<file path="src/rtl/disp_ptr_pkg.sv">
package disp_ptr_pkg;
  typedef enum logic [1:0] {
    AM_HORZ = 2'd0,
    AM_VERT = 2'd1,
    AM_PAGE = 2'd2
  } addr_mode_e;
endpackage

</file>
<file path="src/rtl/ptr_step.sv">
// One wrapping counter step: next value inside [first, last].
module ptr_step #(
  parameter int W = 7
) (
  input  logic [W-1:0] cur,
  input  logic [W-1:0] first,
  input  logic [W-1:0] last,
  output logic [W-1:0] nxt,
  output logic         at_end
);
  always_comb begin
    at_end = (cur == last);
    nxt    = at_end ? first : cur + W'(1);
  end
endmodule

</file>
<file path="src/rtl/ptr_cfg_regs.sv">
// Mode, window and page-mode start registers, plus pointer load requests.
module ptr_cfg_regs
  import disp_ptr_pkg::*;
#(
  parameter int CW = 7,
  parameter int PW = 3
) (
  input  logic          clk,
  input  logic          rst,
  input  logic          set_mode,
  input  logic [1:0]    mode_code,
  input  logic          set_col_win,
  input  logic [CW-1:0] col_first,
  input  logic [CW-1:0] col_last,
  input  logic          set_page_win,
  input  logic [PW-1:0] page_first,
  input  logic [PW-1:0] page_last,
  input  logic          set_col_lo,
  input  logic          set_col_hi,
  input  logic [3:0]    col_nibble,
  input  logic          set_page,
  input  logic [PW-1:0] page_sel,
  output addr_mode_e    mode_q,
  output logic [CW-1:0] cs_q,
  output logic [CW-1:0] ce_q,
  output logic [PW-1:0] ps_q,
  output logic [PW-1:0] pe_q,
  output logic [CW-1:0] pm_start_q,
  output logic          col_ld,
  output logic [CW-1:0] col_ld_val,
  output logic          page_ld,
  output logic [PW-1:0] page_ld_val
);
  localparam int HIW = CW - 4;

  logic          in_page;
  logic          nib_lo_ok;
  logic          nib_hi_ok;
  logic [CW-1:0] pm_start_n;

  assign in_page   = (mode_q == AM_PAGE);
  assign nib_lo_ok = set_col_lo && in_page;
  assign nib_hi_ok = set_col_hi && in_page;

  generate
    if (HIW > 0) begin : g_split
      always_comb begin
        pm_start_n = pm_start_q;
        if (nib_lo_ok) pm_start_n[3:0]    = col_nibble;
        if (nib_hi_ok) pm_start_n[CW-1:4] = col_nibble[HIW-1:0];
      end
    end else begin : g_narrow
      always_comb begin
        pm_start_n = pm_start_q;
        if (nib_lo_ok) pm_start_n = col_nibble[CW-1:0];
      end
    end
  endgenerate

  always_ff @(posedge clk) begin
    if (rst) begin
      mode_q     <= AM_PAGE;
      cs_q       <= '0;
      ce_q       <= '1;
      ps_q       <= '0;
      pe_q       <= '1;
      pm_start_q <= '0;
    end else begin
      if (set_mode && mode_code != 2'd3) mode_q <= addr_mode_e'(mode_code);
      if (set_col_win) begin
        cs_q <= col_first;
        ce_q <= col_last;
      end
      if (set_page_win) begin
        ps_q <= page_first;
        pe_q <= page_last;
      end
      pm_start_q <= pm_start_n;
    end
  end

  always_comb begin
    col_ld      = set_col_win || nib_lo_ok || nib_hi_ok;
    col_ld_val  = set_col_win ? col_first : pm_start_n;
    page_ld     = set_page_win || (set_page && in_page);
    page_ld_val = set_page_win ? page_first : page_sel;
  end
endmodule

</file>
<file path="src/rtl/disp_ram_ptr_gen.sv">
module disp_ram_ptr_gen
  import disp_ptr_pkg::*;
#(
  parameter int COLS  = 128,
  parameter int PAGES = 8,
  localparam int CW = $clog2(COLS),
  localparam int PW = $clog2(PAGES)
) (
  input  logic          clk,
  input  logic          rst,
  input  logic          set_mode,
  input  logic [1:0]    mode_code,
  input  logic          set_col_win,
  input  logic [CW-1:0] col_first,
  input  logic [CW-1:0] col_last,
  input  logic          set_page_win,
  input  logic [PW-1:0] page_first,
  input  logic [PW-1:0] page_last,
  input  logic          set_col_lo,
  input  logic          set_col_hi,
  input  logic [3:0]    col_nibble,
  input  logic          set_page,
  input  logic [PW-1:0] page_sel,
  input  logic          acc_stb,
  input  logic          acc_wr,
  output logic [CW-1:0] col_o,
  output logic [PW-1:0] page_o,
  output logic          ram_we_o,
  output logic [CW-1:0] ram_col_o,
  output logic [PW-1:0] ram_page_o
);
  localparam logic [CW-1:0] COL_MAX = CW'(COLS - 1);

  addr_mode_e    mode_q;
  logic [CW-1:0] cs_q, ce_q, pm_start_q, col_ld_val;
  logic [PW-1:0] ps_q, pe_q, page_ld_val;
  logic          col_ld, page_ld;
  logic [CW-1:0] col_q, col_nx, col_first_eff, col_last_eff, col_n;
  logic [PW-1:0] page_q, page_nx, page_n;
  logic          col_end, page_end;

  ptr_cfg_regs #(.CW(CW), .PW(PW)) u_cfg (
    .clk(clk), .rst(rst),
    .set_mode(set_mode), .mode_code(mode_code),
    .set_col_win(set_col_win), .col_first(col_first), .col_last(col_last),
    .set_page_win(set_page_win), .page_first(page_first), .page_last(page_last),
    .set_col_lo(set_col_lo), .set_col_hi(set_col_hi), .col_nibble(col_nibble),
    .set_page(set_page), .page_sel(page_sel),
    .mode_q(mode_q), .cs_q(cs_q), .ce_q(ce_q), .ps_q(ps_q), .pe_q(pe_q),
    .pm_start_q(pm_start_q),
    .col_ld(col_ld), .col_ld_val(col_ld_val),
    .page_ld(page_ld), .page_ld_val(page_ld_val)
  );

  // page mode ignores the column window: full row, wrap to nibble start
  assign col_first_eff = (mode_q == AM_PAGE) ? pm_start_q : cs_q;
  assign col_last_eff  = (mode_q == AM_PAGE) ? COL_MAX    : ce_q;

  ptr_step #(.W(CW)) u_col_step (
    .cur(col_q), .first(col_first_eff), .last(col_last_eff),
    .nxt(col_nx), .at_end(col_end)
  );

  ptr_step #(.W(PW)) u_page_step (
    .cur(page_q), .first(ps_q), .last(pe_q),
    .nxt(page_nx), .at_end(page_end)
  );

  always_comb begin
    col_n  = col_q;
    page_n = page_q;
    unique case (mode_q)
      AM_HORZ: begin
        col_n  = col_nx;
        page_n = col_end ? page_nx : page_q;
      end
      AM_VERT: begin
        page_n = page_nx;
        col_n  = page_end ? col_nx : col_q;
      end
      default: col_n = col_nx;
    endcase
  end

  always_ff @(posedge clk) begin
    if (rst) begin
      col_q      <= '0;
      page_q     <= '0;
      ram_we_o   <= 1'b0;
      ram_col_o  <= '0;
      ram_page_o <= '0;
    end else begin
      ram_we_o <= acc_stb && acc_wr;
      if (acc_stb) begin
        ram_col_o  <= col_q;
        ram_page_o <= page_q;
      end
      if (col_ld)       col_q <= col_ld_val;
      else if (acc_stb) col_q <= col_n;
      if (page_ld)       page_q <= page_ld_val;
      else if (acc_stb)  page_q <= page_n;
    end
  end

  assign col_o  = col_q;
  assign page_o = page_q;

  // ---------------- assertions ----------------
  p_strobe_low_r3: assert property (@(posedge clk) disable iff (rst)
    !acc_stb |=> !ram_we_o);

  p_strobe_addr_r3: assert property (@(posedge clk) disable iff (rst)
    acc_stb |=> (ram_col_o == $past(col_o)) && (ram_page_o == $past(page_o)));

  p_hold_r12: assert property (@(posedge clk) disable iff (rst)
    (!acc_stb && !col_ld && !page_ld) |=> $stable(col_o) && $stable(page_o));

  p_page_fixed_r8: assert property (@(posedge clk) disable iff (rst)
    (mode_q == AM_PAGE && acc_stb && !page_ld && !set_mode) |=> $stable(page_o));

  p_horz_window_r4: assert property (@(posedge clk) disable iff (rst)
    (mode_q == AM_HORZ && acc_stb && !col_ld && !set_mode && !set_col_win &&
     col_o >= cs_q && col_o <= ce_q) |=> (col_o >= cs_q && col_o <= ce_q));

  p_vert_col_hold_r6: assert property (@(posedge clk) disable iff (rst)
    (mode_q == AM_VERT && acc_stb && !col_ld && page_o != pe_q) |=> $stable(col_o));
endmodule

</file>
<file path="config.mk">
export PLATFORM = sky130hd
export DESIGN_NAME = disp_ram_ptr_gen
export DESIGN_NICKNAME = d
export VERILOG_FILES = /design/src/rtl/disp_ptr_pkg.sv /design/src/rtl/ptr_step.sv /design/src/rtl/ptr_cfg_regs.sv /design/src/rtl/disp_ram_ptr_gen.sv
export SDC_FILE = /design/constraint.sdc
export NUM_CORES = 1
export LEC_CHECK = 0
export BUFFER_PORTS_ARGS = -buffer_cell sky130_fd_sc_hd__buf_2
export CAP_MARGIN = 0
export CORE_MARGIN = 2
export CORE_UTILIZATION = 44
export CTS_CLUSTER_DIAMETER = 50
export DETAILED_ROUTE_END_ITERATION = 16
export PLACE_DENSITY = 0.7
export SLEW_MARGIN = 20
export SYNTH_ARGS = -nofsm -noshare
export SYNTH_HDL_FRONTEND = slang
export SYNTH_SLANG_ARGS = --single-unit
</file>
<file path="constraint.sdc">
create_clock -name clk -period 5.7 [get_ports clk]
set_input_delay 1.14 -clock clk [delete_from_list [all_inputs] [get_ports clk]]
set_output_delay 1.14 -clock clk [all_outputs]
set_load 0.005 [all_outputs]
</file>
Word-level counts from Yosys, hierarchy flattened
Index checks and enable logic that the tools add are counted.
- $add $sub $neg: 2
- equality and inequality tests: 7
- muxes and demuxes: 16
- reduce and logical (&&, ||, !) cells: 14
- operators by type and width (operator ; number):
    7-bit two-way mux ; 8
    3-bit two-way mux ; 6
    7-bit by 1-bit adder with 7-bit output (second input constant) ; 1
    7-bit equality test ; 1
    3-bit != test (second input constant) ; 2
    3-bit one-hot mux with 2 select lines ; 1
    1-bit logical AND ; 5
    4-bit two-way mux ; 1
    2-bit nonzero test ; 2
    3-bit by 1-bit adder with 3-bit output (second input constant) ; 1
    3-bit equality test ; 1
    1-bit logical OR ; 3
    3-bit AND reduction ; 1
    3-bit nonzero test ; 1
    2-bit by 1-bit equality test with 1-bit output (second input constant) ; 1
    2-bit equality test (second input constant) ; 1
    2-bit zero test ; 1
    2-bit != test (second input constant) ; 1
    2-bit AND reduction ; 1
- bits in registers: 50

Longest topological paths before layout
- depth after elaboration: 8
- gate-level depth with buffers: 8

Hierarchy
Synthesis repeated with hierarchy kept, for this count alone.
- cells, all modules: 278
- area, all modules: 2673.8 um2
- by module, submodules not included (module ; times used ; cells an instance ; area an instance (um2) ; sequential area each (um2)):
    ptr_cfg_regs ; 1 ; 125 ; 1231.2 ; 580.6
    disp_ram_ptr_gen ; 1 ; 112 ; 1082.3 ; 420.4
    ptr_step at u_col_step ; 1 ; 31 ; 260.2 ; 0.0
    ptr_step at u_page_step ; 1 ; 10 ; 100.1 ; 0.0

Worst setup path after synthesis
OpenSTA, ideal clock, no wires.
- kind: input port to flip-flop
- start: input port set_page_win
- end: register page_q[1] (netlist: page_o[1])
- arrival time: 2.124 ns
- setup slack: 3.455 ns
- stages on the path: 5
- path buffers: 1
- cell sequence: clkbuf_1 inv_1 nand2_1 a31oi_1 o311a_1
- word-level cells in the longest chain between the ends: 3
- elaborated cells on any way between the ends: 7
- classes of those cells: eq/ne (1); mux (2); reduce/logical (4)
- ends and longest elaborated chain (element ; RTL line ; source):
    start: declaration ; disp_ram_ptr_gen.sv:16 ; input logic set_page_win,
    1-bit logical OR ; ptr_cfg_regs.sv:85 ; page_ld = set_page_win || (set_page && in_page);
    3-bit != test (no source line), or another cell as far along ; - ;
    3-bit AND reduction (no source line) ; - ;
    end signal: assignment ; disp_ram_ptr_gen.sv:100 ; if (page_ld) page_q <= page_ld_val;
    end signal: assignment ; disp_ram_ptr_gen.sv:101 ; else if (acc_stb) page_q <= page_n;
    end: declaration ; disp_ram_ptr_gen.sv:39 ; logic [PW-1:0] page_q, page_nx, page_n;
Several ways; a longest one is shown, not always the timed one.
A chain may end at the register's enable or synchronous reset.

Final worst setup path
- start: register u_cfg.mode_q[1]
- end: register col_q[6] (netlist: col_o[6])
- word-level cells in the longest chain between the ends: 8
- elaborated cells on any way between the ends: 19
- classes of those cells: eq/ne (4); mux (9); reduce/logical (6)
- ends and longest elaborated chain (element ; RTL line ; source):
    start: declaration ; ptr_cfg_regs.sv:23 ; output addr_mode_e mode_q,
    start signal: assignment ; ptr_cfg_regs.sv:69 ; if (set_mode && mode_code != 2'd3) mode_q <= addr_mode_e'(mode_code);
    2-bit equality test ; ptr_cfg_regs.sv:41, disp_ram_ptr_gen.sv:56, disp_ram_ptr_gen.sv:57 ;
    7-bit two-way mux ; disp_ram_ptr_gen.sv:57 ; assign col_last_eff = (mode_q == AM_PAGE) ? COL_MAX : ce_q;
    7-bit equality test ; ptr_step.sv:12 ; at_end = (cur == last);
    7-bit two-way mux ; ptr_step.sv:13 ; nxt = at_end ? first : cur + W'(1);
    7-bit two-way mux ; disp_ram_ptr_gen.sv:79 ; col_n = page_end ? col_nx : col_q;
    7-bit two-way mux ; disp_ram_ptr_gen.sv:72 ; unique case (mode_q)
    7-bit two-way mux ; disp_ram_ptr_gen.sv:99 ; else if (acc_stb) col_q <= col_n;
    7-bit two-way mux ; disp_ram_ptr_gen.sv:98 ; if (col_ld) col_q <= col_ld_val;
    end signal: assignment ; disp_ram_ptr_gen.sv:98 ;
    end signal: assignment ; disp_ram_ptr_gen.sv:99 ;
    end: declaration ; disp_ram_ptr_gen.sv:38 ; logic [CW-1:0] col_q, col_nx, col_first_eff, col_last_eff, col_n;
Several ways; a longest one is shown, not always the timed one. The select of a mux whose other input is x is not followed.

==> metrics.yaml <==
worst_setup_path:
  cp_max_fo: 17
  cp.arrival_ns: 3.02
  criticalPathCategory: "reg2reg"
  cp-startpoint: "u_cfg.mode_q[1]"
  critPathTopFamily: "simple AND/OR/NAND/NOR gates"
  critical_path.max_stage_delay_ns: 0.81
  cp_cell_sequence: "nor2b_1, buf_4, nor2_1, xnor2_1, nor4_2, o21ai_0, o41a_1"
  rr_startpoint: "u_cfg.mode_q[1]"
  crit_slowest_cell: "nor4_2"
  crit_required_ns: 5.90
  critPathCaptureType: "flip-flop"
  cp.buffers_inverters: 1
  worstSetupStartpointType: "flip-flop"
sta:
  hold_violations: 0
  rsz0062_at_grt: "false"
  max_clock_freq_ghz: 0.354
  relSlewSlack_pct: 29.6
  skew_ns: 0.00718
  worst_pin_slew_ns: 1.05
  finalSetupViolations: 0
  post-route-min-period_ns: 2.82
  min_period_over_period_pct: 49.5
  tns_ns: 0
  finalMaxSlewViolations: 0
clock_network:
  cts_tree: "built"
  h-tree-depth: 2
  cts-root-buf: "clkbuf_8"
  cts_buffers: 5
  cts-hold-fix-buffers: 0
  clk_latency_ns: 0.31
  cts_sinks: 50
  post_cts_resized: 0
  clock_path_buffers: 2
  clkTransAtPathRegs_ns: 0.09
  post-cts-setup-buffer-count: 0
floorplan:
  core_area_um2: 5570
  die_w_um: 80.2
  die_y_um: 80.2
  dieArea_um2: 6440
  ios: 60
  row_count: 27
  start_util_pct: 45.9
finish:
  nFillCells: 570
  multi_input_area_um2: 1420
  final_common_cell: "buf_2"
  fin_cells: 415
  final_cell_mix: "buf_2 (59), nand2_1 (51), dfxtp_1 (50), mux2i_1 (43), nor2_1 (30)"
  area_delta_synth_final_pct: 15.1
  regArea_um2: 1000
  nets: 383
  antenna_cells: 0
  stdcell_area_um2: 2940
  drive_above_1_share_pct: 21.9
global_route:
  grtUsageTotal_pct: 20.6
  overflow: 0
  grt_pass1_wl_mm: 10.4
  grt_max_degree: 38
  grt_antenna_before_repair: 0
  grt_pass1_vias: 2189
yosys:
  ys_seq_area_share_pct: 39.2
  ys_types: 50
  ys_ff_latch: 50
  synth_enable_flop_cells: 0
  yosysWarnings: 0
  synthCells: 295
  netlist_area_um2: 2560
  async_flop_share_pct: 0
  synth_ff_type: "dfxtp_1"
  syn_area_per_cell_um2: 8.67
  syn-num-nets: 336
pwr:
  p_per_area_nw_per_um2: 253
  ir_worst_vdd_uv: 167
  leakagePower_uw: 0.00133
hold_path:
  hp-class: "reg2reg"
  min_from: "u_cfg.pm_start_q[2]"
job:
  drv_cap: 0
routing:
  vias: 2232
  via_per_inst: 5.38
  drt_iter0_markers: 174
  drt_wl_total_mm: 6.19
  drtPass1Iterations: 4
  antenna_left: 0
  wire_per_inst_um: 14.9
  drcViolationCount: 0
place:
  port_buffers: 59
  dp_hpwl_mm: 4.42
  gp_congestion: 0.823
  placed_area_um2: 2850
  placedCellCount: 407
outcome:
  status: "complete, no violations"
## where the power goes
| part | switching (µW) | internal (µW) |
|---|---|---|
| registers | 25.9 | 372 |
| clock network | 117 | 98.2 |
| logic | 70.6 | 60.3 |
| total | 213 | 530 |
## path summary, 6_finish.rpt
check                           cells past startpoint                   to  slack (ns)
worst min register to register                      2  u_cfg.pm_start_q[2]        0.49
worst max-delay path                                7             col_o[6]        2.88
worst min-delay path                                2  u_cfg.pm_start_q[2]        0.49
worst max register to register                      7             col_o[6]        2.88
## synth_stat cells, types with 3 or more instances
cell type / count / area (µm²)
a21oi_1: 10 / 50.1
buf_4: 3 / 22.5
xor2_1: 8 / 70.1
buf_1: 4 / 15.0
a222oi_1: 5 / 50.1
buf_2: 3 / 15.0
nor2_1: 30 / 113
inv_1: 8 / 30.0
nand2_1: 51 / 191
nand3_1: 11 / 55.1
o2bb2ai_1: 4 / 35.0
xnor2_1: 4 / 35.0
dfxtp_1: 50 / 1000
clkbuf_1: 9 / 33.8
o21ai_0: 8 / 40.0
nor3_1: 3 / 15.0
mux2i_1: 43 / 430
## worst register-to-register path, stage by stage, from the launching register on
cell and delay, ns:
dfxtp_1 0.37, nor2b_1 0.33, buf_4 0.30, nor2_1 0.08, xnor2_1 0.16, nor4_2 0.81
o21ai_0 0.23, o41a_1 0.43
## registers in the layout, indices dropped and copies added, names as in the netlist
signal / count
col_o: 7
ram_col_o: 7
u_cfg.ce_q: 7
u_cfg.cs_q: 7
u_cfg.pm_start_q: 7
page_o: 3
ram_page_o: 3
u_cfg.pe_q: 3
u_cfg.ps_q: 3
u_cfg.mode_q: 2
ram_we_o: 1
## metrics by stage
stage | util, % | power (µW) | hold slack (ns) | worst slack [ns]
final | 52.8 | 743 | 0.487 | 2.88
after global routing | 52.8 | 781 | 0.506 | 2.65
after CTS | 52.8 | 747 | 0.486 | 2.87
after detailed placement | 51.2 | 536 | 0.467 | 2.83
after global placement | 51.2 | 533 | 0.469 | 2.90
after floorplan | - | 491 | 0.442 | 3.45
## cell families after synthesis
| kind of cell | share of synthesized area [%] |
|---|---|
| xor+xnor | 4.11 |
| simple gates | 18.3 |
| fa+ha+maj | 0.979 |
| flops | 39.2 |
| buf+inv | 5.14 |
| compound gates | 15.1 |
| mux | 17.3 |
## layer usage
metal / routed length, µm / vias up / share of wire, % / global-route usage [%]
met5: 0 / - / 0 / 0
met4: 87 / 0 / 1.4 / 6.95
met3: 316 / 10 / 5.1 / 5.17
met2: 3020 / 59 / 49 / 35.1
met1: 2780 / 1028 / 45 / 25.1
li1: - / 1135 / - / -
## final cells by class
type | count | share of cell area (%)
inverter | 9 | 1.15
sequential | 50 | 34.0
tap | 72 | 3.06
clock inverter | 1 | 0.170
timing repair buffer | 60 | 10.3
multi-input combinational | 216 | 48.4
clock buffer | 7 | 2.93
No activity file was read; power rests on OpenSTA's default activity.
